===== config.mk =====
export PLATFORM = sky130hd
export DESIGN_NAME = rank_pwr_ctrl
export DESIGN_NICKNAME = d
export VERILOG_FILES = /design/src/rtl/rpc_pkg.sv /design/src/rtl/rpc_startup_gate.sv /design/src/rtl/rpc_sr_policy.sv /design/src/rtl/rpc_rank_fsm.sv /design/src/rtl/rank_pwr_ctrl.sv
export SDC_FILE = /design/constraint.sdc
export NUM_CORES = 1
export LEC_CHECK = 0
export BUFFER_PORTS_ARGS = -buffer_cell sky130_fd_sc_hd__clkbuf_2
export CAP_MARGIN = 30
export CORE_MARGIN = 5
export CORE_UTILIZATION = 60
export CTS_CLUSTER_DIAMETER = 80
export DETAILED_ROUTE_END_ITERATION = 7
export MAX_ROUTING_LAYER = met4
export PLACE_DENSITY = 0.78
export SYNTH_ARGS = -nofsm -noshare
export SYNTH_HDL_FRONTEND = slang
export SYNTH_SLANG_ARGS = --single-unit
export TNS_END_PERCENT = 30

===== constraint.sdc =====
create_clock -name clk -period 3.35 [get_ports clk]
set_input_delay 0.1675 -clock clk [delete_from_list [all_inputs] [get_ports clk]]
set_output_delay 0.1675 -clock clk [all_outputs]
set_load 0.03 [all_outputs]

===== src/rtl/rpc_pkg.sv =====
package rpc_pkg;

    typedef enum logic [1:0] {
        PWR_RUN     = 2'b00,
        PWR_DEEP    = 2'b01,
        PWR_SUSPEND = 2'b10,
        PWR_OFF     = 2'b11
    } pwr_e;

    typedef enum logic [1:0] {
        RK_ACTIVE = 2'b00,
        RK_PRECHG = 2'b01,
        RK_PDOWN  = 2'b10,
        RK_SREF   = 2'b11
    } rk_state_e;

endpackage


===== src/rtl/rpc_startup_gate.sv =====
module rpc_startup_gate #(
    parameter int MIN_LOW_CYC = 200
) (
    input  logic clk,
    input  logic rst_n,
    input  logic cke_en,
    output logic ready
);
    localparam int CW = $clog2(MIN_LOW_CYC + 1);
    localparam logic [CW-1:0] LIMIT = CW'(MIN_LOW_CYC);

    typedef struct packed {
        logic [CW-1:0] cnt;
        logic          done;
    } gate_t;

    gate_t cur_q, nxt_d;

    always_comb begin
        nxt_d = cur_q;
        if (cur_q.cnt != LIMIT) begin
            nxt_d.cnt = cur_q.cnt + 1'b1;
        end
        if (cur_q.cnt == LIMIT && cke_en) begin
            nxt_d.done = 1'b1;
        end
    end

    always_ff @(posedge clk) begin
        if (!rst_n) begin
            cur_q <= '0;
        end else begin
            cur_q <= nxt_d;
        end
    end

    assign ready = cur_q.done;

    // the gate can only open once the full low window has been counted
    p_min_window_r2: assert property (@(posedge clk) disable iff (!rst_n)
        cur_q.done |-> cur_q.cnt == LIMIT);

    // opening needs the software enable
    p_needs_enable_r1: assert property (@(posedge clk) disable iff (!rst_n)
        $rose(cur_q.done) |-> $past(cke_en));

endmodule


===== src/rtl/rpc_sr_policy.sv =====
module rpc_sr_policy
    import rpc_pkg::*;
#(
    parameter int N_RANKS = 4
) (
    input  logic [1:0]         pwr_state,
    input  logic [N_RANKS-1:0] req,
    input  logic               gfx_igpu,
    input  logic               gfx_idle,
    input  logic               disp_pend,
    input  logic [N_RANKS-1:0] gfx_mask,
    output logic [N_RANKS-1:0] sr_want,
    output logic               suspend,
    output logic               run_state
);
    pwr_e pwr;
    logic deep_ok;

    always_comb begin
        pwr       = pwr_e'(pwr_state);
        suspend   = (pwr == PWR_SUSPEND);
        run_state = (pwr == PWR_RUN);
        deep_ok   = (pwr == PWR_DEEP) && (req == '0)
                    && (!gfx_igpu || (gfx_idle && !disp_pend));
    end

    for (genvar g = 0; g < N_RANKS; g++) begin : g_want
        assign sr_want[g] = !gfx_mask[g] && (suspend || deep_ok);
    end

endmodule


===== src/rtl/rpc_rank_fsm.sv =====
module rpc_rank_fsm
    import rpc_pkg::*;
#(
    parameter int IDLE_W = 8,
    parameter int PD_LAT = 3,
    parameter int SR_LAT = 12
) (
    input  logic              clk,
    input  logic              rst_n,
    input  logic              run,
    input  logic              req,
    input  logic              pd_mode,
    input  logic [IDLE_W-1:0] idle_thresh,
    input  logic              sr_want,
    input  logic              suspend,
    input  logic              run_state,
    input  logic              flush_done,
    output logic              cke,
    output logic              pre_all,
    output logic              grant,
    output logic              sr_enter
);
    localparam int MAX_LAT = (SR_LAT > PD_LAT) ? SR_LAT : PD_LAT;
    localparam int EW      = $clog2(MAX_LAT + 1);
    localparam logic [EW-1:0]     PD_EXIT  = EW'(PD_LAT);
    localparam logic [EW-1:0]     SR_EXIT  = EW'(SR_LAT);
    localparam logic [IDLE_W-1:0] IDLE_MAX = '1;

    typedef struct packed {
        rk_state_e         state;
        logic [IDLE_W-1:0] idle;
        logic [EW-1:0]     exit_cnt;
        logic              tgt_sr;
        logic              sr_pulse;
    } rank_t;

    rank_t cur_q, nxt_d;

    always_comb begin
        nxt_d          = cur_q;
        nxt_d.sr_pulse = 1'b0;
        if (!run) begin
            nxt_d.state    = RK_ACTIVE;
            nxt_d.idle     = '0;
            nxt_d.exit_cnt = '0;
            nxt_d.tgt_sr   = 1'b0;
        end else begin
            unique case (cur_q.state)
                RK_ACTIVE: begin
                    if (cur_q.exit_cnt != '0) begin
                        nxt_d.exit_cnt = cur_q.exit_cnt - 1'b1;
                        nxt_d.idle     = '0;
                    end else begin
                        if (req) begin
                            nxt_d.idle = '0;
                        end else if (cur_q.idle != IDLE_MAX) begin
                            nxt_d.idle = cur_q.idle + 1'b1;
                        end
                        if (sr_want) begin
                            if (flush_done && !req) begin
                                nxt_d.state  = RK_PRECHG;
                                nxt_d.tgt_sr = 1'b1;
                            end
                        end else if (!req && cur_q.idle >= idle_thresh) begin
                            nxt_d.tgt_sr = 1'b0;
                            nxt_d.state  = pd_mode ? RK_PRECHG : RK_PDOWN;
                        end
                    end
                end
                RK_PRECHG: begin
                    if (cur_q.tgt_sr && sr_want) begin
                        nxt_d.state    = RK_SREF;
                        nxt_d.sr_pulse = 1'b1;
                    end else begin
                        nxt_d.state = RK_PDOWN;
                    end
                    nxt_d.tgt_sr = 1'b0;
                end
                RK_PDOWN: begin
                    if (req || sr_want) begin
                        nxt_d.state    = RK_ACTIVE;
                        nxt_d.exit_cnt = PD_EXIT;
                        nxt_d.idle     = '0;
                    end
                end
                RK_SREF: begin
                    if ((req && !suspend) || run_state) begin
                        nxt_d.state    = RK_ACTIVE;
                        nxt_d.exit_cnt = SR_EXIT;
                        nxt_d.idle     = '0;
                    end
                end
                default: nxt_d.state = RK_ACTIVE;
            endcase
        end
    end

    always_ff @(posedge clk) begin
        if (!rst_n) begin
            cur_q <= '{state: RK_ACTIVE, idle: '0, exit_cnt: '0,
                       tgt_sr: 1'b0, sr_pulse: 1'b0};
        end else begin
            cur_q <= nxt_d;
        end
    end

    assign cke      = run && (cur_q.state == RK_ACTIVE || cur_q.state == RK_PRECHG);
    assign pre_all  = run && (cur_q.state == RK_PRECHG);
    assign grant    = run && (cur_q.state == RK_ACTIVE) && (cur_q.exit_cnt == '0) && req;
    assign sr_enter = cur_q.sr_pulse;

    // a grant never comes in the same cycle CKE first rises
    p_grant_after_wake_r5: assert property (@(posedge clk) disable iff (!rst_n)
        (grant && $past(run)) |-> $past(cke));

    // entering power-down straight from ACTIVE only in active mode
    p_prechg_first_r4: assert property (@(posedge clk) disable iff (!rst_n)
        (cur_q.state == RK_PDOWN && $past(cur_q.state) == RK_ACTIVE && $past(run))
        |-> !$past(pd_mode));

    // self-refresh entry needs the flush seen at the decision cycle
    p_sr_flushed_r7: assert property (@(posedge clk) disable iff (!rst_n)
        cur_q.sr_pulse |-> $past(flush_done, 2));

    // the entry pulse is one cycle wide and marks the new state
    p_pulse_single_r11: assert property (@(posedge clk) disable iff (!rst_n)
        cur_q.sr_pulse |=> !cur_q.sr_pulse);
    p_pulse_state_r11: assert property (@(posedge clk) disable iff (!rst_n)
        cur_q.sr_pulse |-> cur_q.state == RK_SREF);

endmodule


===== src/rtl/rank_pwr_ctrl.sv =====
module rank_pwr_ctrl
    import rpc_pkg::*;
#(
    parameter int N_RANKS     = 4,
    parameter int IDLE_W      = 8,
    parameter int MIN_LOW_CYC = 200,
    parameter int PD_LAT      = 3,
    parameter int SR_LAT      = 12
) (
    input  logic               clk,
    input  logic               rst_n,
    input  logic               cke_en,
    input  logic [1:0]         pwr_state,
    input  logic               pd_mode,
    input  logic [IDLE_W-1:0]  idle_thresh,
    input  logic               flush_done,
    input  logic               gfx_igpu,
    input  logic               gfx_idle,
    input  logic               disp_pend,
    input  logic [N_RANKS-1:0] gfx_mask,
    input  logic [N_RANKS-1:0] req,
    output logic [N_RANKS-1:0] grant,
    output logic [N_RANKS-1:0] cke,
    output logic [N_RANKS-1:0] pre_all,
    output logic [N_RANKS-1:0] sr_enter
);
    typedef struct packed {
        logic off;
    } top_t;

    top_t cur_q, nxt_d;
    logic ready;
    logic run;
    logic suspend;
    logic run_state;
    logic [N_RANKS-1:0] sr_want;

    always_comb begin
        nxt_d = cur_q;
        if (pwr_e'(pwr_state) == PWR_OFF) begin
            nxt_d.off = 1'b1;
        end
    end

    always_ff @(posedge clk) begin
        if (!rst_n) begin
            cur_q <= '0;
        end else begin
            cur_q <= nxt_d;
        end
    end

    assign run = rst_n && ready && !cur_q.off;

    rpc_startup_gate #(.MIN_LOW_CYC(MIN_LOW_CYC)) u_gate (
        .clk    (clk),
        .rst_n  (rst_n),
        .cke_en (cke_en),
        .ready  (ready)
    );

    rpc_sr_policy #(.N_RANKS(N_RANKS)) u_policy (
        .pwr_state (pwr_state),
        .req       (req),
        .gfx_igpu  (gfx_igpu),
        .gfx_idle  (gfx_idle),
        .disp_pend (disp_pend),
        .gfx_mask  (gfx_mask),
        .sr_want   (sr_want),
        .suspend   (suspend),
        .run_state (run_state)
    );

    for (genvar g = 0; g < N_RANKS; g++) begin : g_rank
        rpc_rank_fsm #(
            .IDLE_W (IDLE_W),
            .PD_LAT (PD_LAT),
            .SR_LAT (SR_LAT)
        ) u_fsm (
            .clk         (clk),
            .rst_n       (rst_n),
            .run         (run),
            .req         (req[g]),
            .pd_mode     (pd_mode),
            .idle_thresh (idle_thresh),
            .sr_want     (sr_want[g]),
            .suspend     (suspend),
            .run_state   (run_state),
            .flush_done  (flush_done),
            .cke         (cke[g]),
            .pre_all     (pre_all[g]),
            .grant       (grant[g]),
            .sr_enter    (sr_enter[g])
        );

        // the self-refresh decision was taken while the rank was not graphics-owned
        p_gfx_no_sr_r8: assert property (@(posedge clk) disable iff (!rst_n)
            sr_enter[g] |-> !$past(gfx_mask[g]));
    end

    // nothing wakes before the start-up gate opens
    p_hold_low_r1: assert property (@(posedge clk) disable iff (!rst_n)
        !ready |-> cke == '0);

    // after suspend-to-disk everything stays quiet
    p_off_quiet_r10: assert property (@(posedge clk) disable iff (!rst_n)
        cur_q.off |-> (cke == '0 && grant == '0));

endmodule


After elaboration in Yosys (flattened, before gate mapping)
Index checks and enable logic that the tools add are counted.
{ "totals": {"ff_bits": 74, "latchBits": 0, "mem_bits_rw": 0, "rom_bits": 0, "in_bits": 26, "out_inout_bits": 16, "elab_cells": 277, "n_memories": 0} }
{ "op_classes": {"add_sub_neg": 9, "n_mul": 0, "div": 0, "order_cmp": 4, "eq_ne": 49, "shifts": 0, "mux": 77, "bitwise_logic": 0, "n_reduce_logical": 115} }
{ "ops": {"columns": ["cell", "count"], "rows": [
  ["12-bit one-hot mux with 3 select lines", 4],
  ["14-bit 2-to-1 mux", 8],
  ["8-bit 2-to-1 mux", 12],
  ["4-bit AND reduction", 12],
  ["1-bit logical AND", 46],
  ["8-bit by 1-bit adder with 8-bit output (second input constant)", 5],
  ["8-bit inequality test (second input constant)", 5],
  ["2-bit 2-to-1 mux", 17],
  ["8-bit >= comparator", 4],
  ["2-bit one-hot mux with 4 select lines", 4],
  ["1-bit 2-to-1 mux", 24],
  ["2-bit by 1-bit inequality test with 1-bit output (second input constant)", 12],
  ["2-bit equality test (second input constant)", 10],
  ["4-bit zero test", 5],
  ["5-bit AND reduction", 4],
  ["4-bit 2-to-1 mux", 4],
  ["4-bit by 2-bit inequality test with 1-bit output (second input constant)", 4],
  ["4-bit nonzero test", 4],
  ["4-bit by 1-bit subtractor with 4-bit output (second input constant)", 4],
  ["1-bit logical OR", 14],
  ["1-bit zero test", 12],
  ["3-bit by 1-bit inequality test with 1-bit output (second input constant)", 4],
  ["3-bit inequality test (second input constant)", 4],
  ["3-bit AND reduction", 4],
  ["8 further kinds", 28]
]} }

Depth between registers and ports, before layout
{ "depth": {"word_depth": 9, "depth_mapped": 9, "depth_no_buf": 8} }

Cells and area by module
From an unflattened synthesis, not the netlist that was laid out.
{ "unflattened": {"cells_unflattened": 670, "area_unflattened_um2": 5500.3} }
{ "modules_own_cells": {"columns": ["module", "instances", "cells_per_inst", "area_per_inst_um2", "seq_area_each_um2"], "rows": [
  ["rpc_rank_fsm at g_rank[0].u_fsm ...", 3, 152, 1247.4, 320.3],
  ["rpc_rank_fsm at g_rank[3].u_fsm", 1, 150, 1204.9, 320.3],
  ["rpc_startup_gate", 1, 49, 451.7, 180.2],
  ["rpc_sr_policy", 1, 10, 62.6, 0.0],
  ["rank_pwr_ctrl", 1, 5, 38.8, 20.0]
]} }

Worst setup path after synthesis
Ideal clock, no wire load.
{ "synth_timing": {"kind": "register to register", "start": "register g_rank[0].u_fsm.cur_q[2] (netlist bit)", "end": "register g_rank[0].u_fsm.cur_q[7] (netlist bit)", "arrival_ns": 2.218, "t_required_ns": 3.235, "slack_ns": 1.017, "stages_incl_launch_ff": 10, "path_buffers": 1, "cell_sequence": "dfxtp_1 -> inv_1 -> ha_1 -> or3b_4 -> or3_4 -> or4_4 -> nand4_4 -> buf_6 -> nor2_1 -> a31o_1"} }
{ "synth_via": {"elab_chain_len": 3, "elab_cells_between_ends": 5, "cone_classes": "eq/ne: 1; mux: 2; reduce/logical: 2"} }
{ "synth_rtl": {"columns": ["element", "line_no", "text"], "rows": [
  ["start, declared", "rpc_rank_fsm.sv:37", "rank_t cur_q, nxt_d;"],
  ["start signal, assigned", "rpc_rank_fsm.sv:100", "cur_q <= '{state: RK_ACTIVE, idle: '0, exit_cnt: '0,"],
  ["start signal, assigned", "rpc_rank_fsm.sv:103", "cur_q <= nxt_d;"],
  ["4-bit nonzero test (*)", "rpc_rank_fsm.sv:50", "if (cur_q.exit_cnt != '0) begin"],
  ["4-bit by 2-bit inequality test with 1-bit output (no line) or 8-bit 2-to-1 mux (tied branches)", null, null],
  ["4-bit AND reduction (no line) or 12-bit one-hot mux with 3 select lines (tied branches)", null, null]
]} }
Every way passes the cells marked *; elsewhere a longest branch is shown, timed or not.
A chain may end at the register's enable or synchronous reset.

Worst setup path in the final report
{ "layout_timing": {"start": "register g_rank[3].u_fsm.cur_q[15] (netlist bit)", "end": "register g_rank[3].u_fsm.cur_q[12] (netlist bit)"} }
{ "layout_via": {"elab_chain_len": 3, "elab_cells_between_ends": 9, "cone_classes": "eq/ne: 5; mux: 1; reduce/logical: 3"} }
{ "layout_rtl": {"columns": ["element", "line_no", "text"], "rows": [
  ["start, declared", "rpc_rank_fsm.sv:37", null],
  ["start signal, assigned", "rpc_rank_fsm.sv:100", null],
  ["start signal, assigned", "rpc_rank_fsm.sv:103", null],
  ["2-bit zero test or 2-bit equality test (tied branches)", "rpc_rank_fsm.sv:48", "unique case (cur_q.state)"],
  ["4-bit by 2-bit inequality test with 1-bit output (no line), or another cell as far along", null, null],
  ["4-bit AND reduction (no line)", null, null]
]} }
Several ways; a longest one is shown, not always the timed one.

==> flow_metrics.tcl <==
set metrics [dict create \
    status "complete, no violations" \
    die_y_um 102.6 \
    drive_gt1_share_pct 11.57 \
    worst_pin_slew_ps 949.6 \
    critPathKind "reg2reg" \
    ctsHtreeMaxLevel 3 \
    layout.nets 750 \
    yosys_warnings 0 \
    avgSynthCellArea_um2 7.764 \
    setup_violations 0 \
    worstSetupEndpointType "register" \
    synth-seq-cells 74 \
    ant_nets 0 \
    min_from "rst_n" \
    grt_pass1_vias 4710 \
    routed_wl_mm 12.53 \
    io_pins 42 \
    syn_area_um2 5140 \
    max_freq_mhz 401.7 \
    p_leak_nw 2.222 \
    post-route-cell-area_um2 5508 \
    routabilityCongestion 0.9037 \
    cts_sinks 74 \
    synth_ff_type "dfxtp_1" \
    slew_viol_final 0 \
    cts_buffer_depth 2 \
    vias 4984 \
    whs_path_depth 2 \
    finalHoldViolCount 0 \
    grt-ovfl-total 0 \
    drtIter0Drc 273 \
    cap_violations 0 \
    path_clk_slew_ps 80 \
    grt_max_degree 32 \
    areaGrowthSynthToFinish_pct 7.157 \
    dp_cells 772 \
    pwr_density_cell_nw_per_um2 325.7 \
    rsz0062_at_grt "no" \
    cts-root-buf "clkbuf_8" \
    syn_nets 734 \
    first_pass_iters 5 \
    regToRegStartpoint "g_rank[3].u_fsm.cur_q[15]" \
    antenna_found_initial 0 \
    design.core.area_um2 8299 \
    dpl-instance-area_um2 5289 \
    yosysSeqAreaShare_pct 28.82 \
    synth_cells 662 \
    wire_per_inst_um 15.90 \
    layout_min_cycle_time_ps 2490 \
    grt_pass1_wl_mm 21.11 \
    slew_headroom_pct 35.86 \
    grt_use_total_pct 25.40 \
    port_buffers 41 \
    die-area_um2 10520 \
    period_share_pct 74.31 \
    cts_buffers 9 \
    cts_setup_buffers 0 \
    post_cts_resized 0 \
    ys_async_sr_fraction_pct 0 \
    antenna_cells 0 \
    start_kind "register" \
    rows 33 \
    start_util_pct 61.93 \
    fin_cells 788 \
    drc_errors 0 \
    r2r_end "g_rank[3].u_fsm.cur_q[12]" \
    synth.distinct_cells 74 \
    dpl.hpwl_mm 9.296 \
    die_w_um 102.6 \
    cp_data_required_time_ps 3610 \
    insertion_delay_ps 360 \
    viasPerCell 6.325 \
    reg2reg_slack_ps 860 \
    ir_worst_vdd_mv 0.2194 \
    crit_arrival_ps 2750 \
    ctsHoldBuffers 0 \
    setup-tns-final_ps 0 \
    rr_worst_depth 6 \
    clock_skew_ps 11.47 \
    synth-edff-count 0 \
    holdCritPathClass "in2reg" \
    min_to "u_gate.ready" \
    worstPathMaxFanout 11 \
    cts_tree "done" \
]
==> flip-flops by register name, indices dropped and copies added, names as in the netlist <==
register	count
u_gate.cur_q	8
cur_q	1
u_gate.ready	1
g_rank.u_fsm.sr_enter	4
g_rank.u_fsm.cur_q	60
==> cells by family after synthesis <==
logic type | count (synthesis) | synth area share [%]
XOR/XNOR | 8 | 1.363
AND/OR/NAND/NOR | 261 | 27.14
multiplexers | 1 | 0.2191
flip-flops | 74 | 28.82
AO/OA/AOI/OAI | 192 | 24.03
adder cells (fa/ha/maj) | 46 | 11.20
buffers and inverters | 80 | 7.230
==> report_power, final <==
part	total, mW	leakage, nW	switching, mW	internal, mW
registers	0.887	0.597	0.00468	0.883
clock network	0.780	0.109	0.343	0.438
logic	0.126	1.52	0.0793	0.0471
total	1.79	2.22	0.427	1.37
==> stage by stage <==
step                      setup WS, ps  util, %  hold WS [ps]  power, mW
after floorplan                   1017        -         285.0     0.9829
after global placement           960.6    63.73         441.5      1.027
after detailed placement         894.9    63.73         454.6      1.032
after CTS                        888.3    66.37         116.7      1.803
after global routing             674.0    66.37         129.7      1.867
final                            860.5    66.37         124.7      1.794
==> critical path: stages, from the launching register on <==
cell and delay [ps]:
dfxtp_1 550, inv_1 140, a2111oi_0 700, a21boi_2 240
a21oi_1 460, o21ai_0 200, o31ai_1 100
==> cells in the mapped netlist, types with 6 or more instances <==
| master | instances | area [um2] |
|---|---|---|
| nor4_1 | 7 | 43.79 |
| and2_1 | 8 | 50.05 |
| a311oi_1 | 10 | 87.58 |
| a21oi_1 | 56 | 280.3 |
| nand2_1 | 50 | 187.7 |
| a211oi_1 | 6 | 45.04 |
| inv_1 | 38 | 142.6 |
| buf_4 | 16 | 120.1 |
| nor2_1 | 61 | 229.0 |
| nand3_1 | 27 | 135.1 |
| nand4_1 | 7 | 43.79 |
| nand2b_1 | 19 | 118.9 |
| a31oi_1 | 11 | 68.82 |
| and3_1 | 24 | 150.1 |
| dfxtp_1 | 74 | 1481 |
| o21ai_0 | 48 | 240.2 |
| nor3_1 | 17 | 85.08 |
| ha_1 | 46 | 575.6 |
| o31ai_1 | 8 | 60.06 |
| nor2b_1 | 7 | 43.79 |
| clkbuf_1 | 19 | 71.32 |
==> area by class of cell <==
cell class                      count  area, um2
Tap cell                          105      131.4
Clock inverter                      5      77.57
Inverter                           39      146.4
Clock buffer                       11      141.4
Fill cell                         725       2791
Multi-Input combinational cell    508       3287
Timing Repair Buffer               46      242.7
Sequential cell                    74       1481
==> worst max-delay path by stage <==
| stage | from | to | cells after the start |
|---|---|---|---|
| after floorplan | g_rank[0].u_fsm.cur_q[2] | g_rank[0].u_fsm.cur_q[7] | 9 |
| after global placement | g_rank[0].u_fsm.cur_q[2] | g_rank[0].u_fsm.cur_q[7] | 8 |
| after detailed placement | g_rank[0].u_fsm.cur_q[2] | g_rank[0].u_fsm.cur_q[7] | 8 |
| after CTS | g_rank[0].u_fsm.cur_q[2] | g_rank[0].u_fsm.cur_q[7] | 8 |
| after global routing | g_rank[3].u_fsm.cur_q[2] | g_rank[3].u_fsm.cur_q[12] | 8 |
| final | g_rank[3].u_fsm.cur_q[15] | g_rank[3].u_fsm.cur_q[12] | 6 |
==> per-layer routing <==
| metal | up-vias | wire length (um) | GRT usage [%] |
|---|---|---|---|
| met5 | - | 0 | - |
| met3 | 31 | 739 | 3.789 |
| met4 | 0 | 303 | 10.70 |
| li1 | 2440 | - | - |
| met1 | 2345 | 5407 | 31.24 |
| met2 | 168 | 6077 | 41.56 |
==> layout by cell type (no fill, tap or decap), types with 3 or more instances in the layout <==
| cell | netlist | layout |
|---|---|---|
| or4_1 | 5 | 5 |
| nor2_1 | 61 | 61 |
| nand2_1 | 50 | 50 |
| nor3_1 | 17 | 17 |
| nor4_1 | 7 | 7 |
| nand4_1 | 7 | 7 |
| dfxtp_1 | 74 | 74 |
| o31ai_1 | 8 | 8 |
| a211oi_1 | 6 | 6 |
| nor3b_1 | 5 | 5 |
| a221oi_1 | 3 | 3 |
| and3_1 | 24 | 24 |
| o21ai_1 | 5 | 5 |
| clkbuf_8 | 0 | 10 |
| buf_4 | 16 | 5 |
| nand2b_1 | 19 | 19 |
| a211o_1 | 4 | 4 |
| nor2b_1 | 7 | 7 |
| nand3_1 | 27 | 27 |
| a21o_1 | 5 | 5 |
| xor2_1 | 3 | 3 |
| and2_1 | 8 | 8 |
| or3_1 | 4 | 4 |
| clkbuf_2 | 0 | 41 |
| o21ai_0 | 48 | 48 |
| a311oi_1 | 10 | 10 |
| or4_4 | 3 | 3 |
| a2111oi_0 | 3 | 3 |
| xnor2_1 | 5 | 5 |
| ha_1 | 46 | 46 |
| a21oi_1 | 56 | 56 |
| a41oi_1 | 3 | 3 |
| a31oi_1 | 11 | 11 |
| inv_1 | 38 | 38 |
Note: power is estimated with default switching activity, not from simulation.
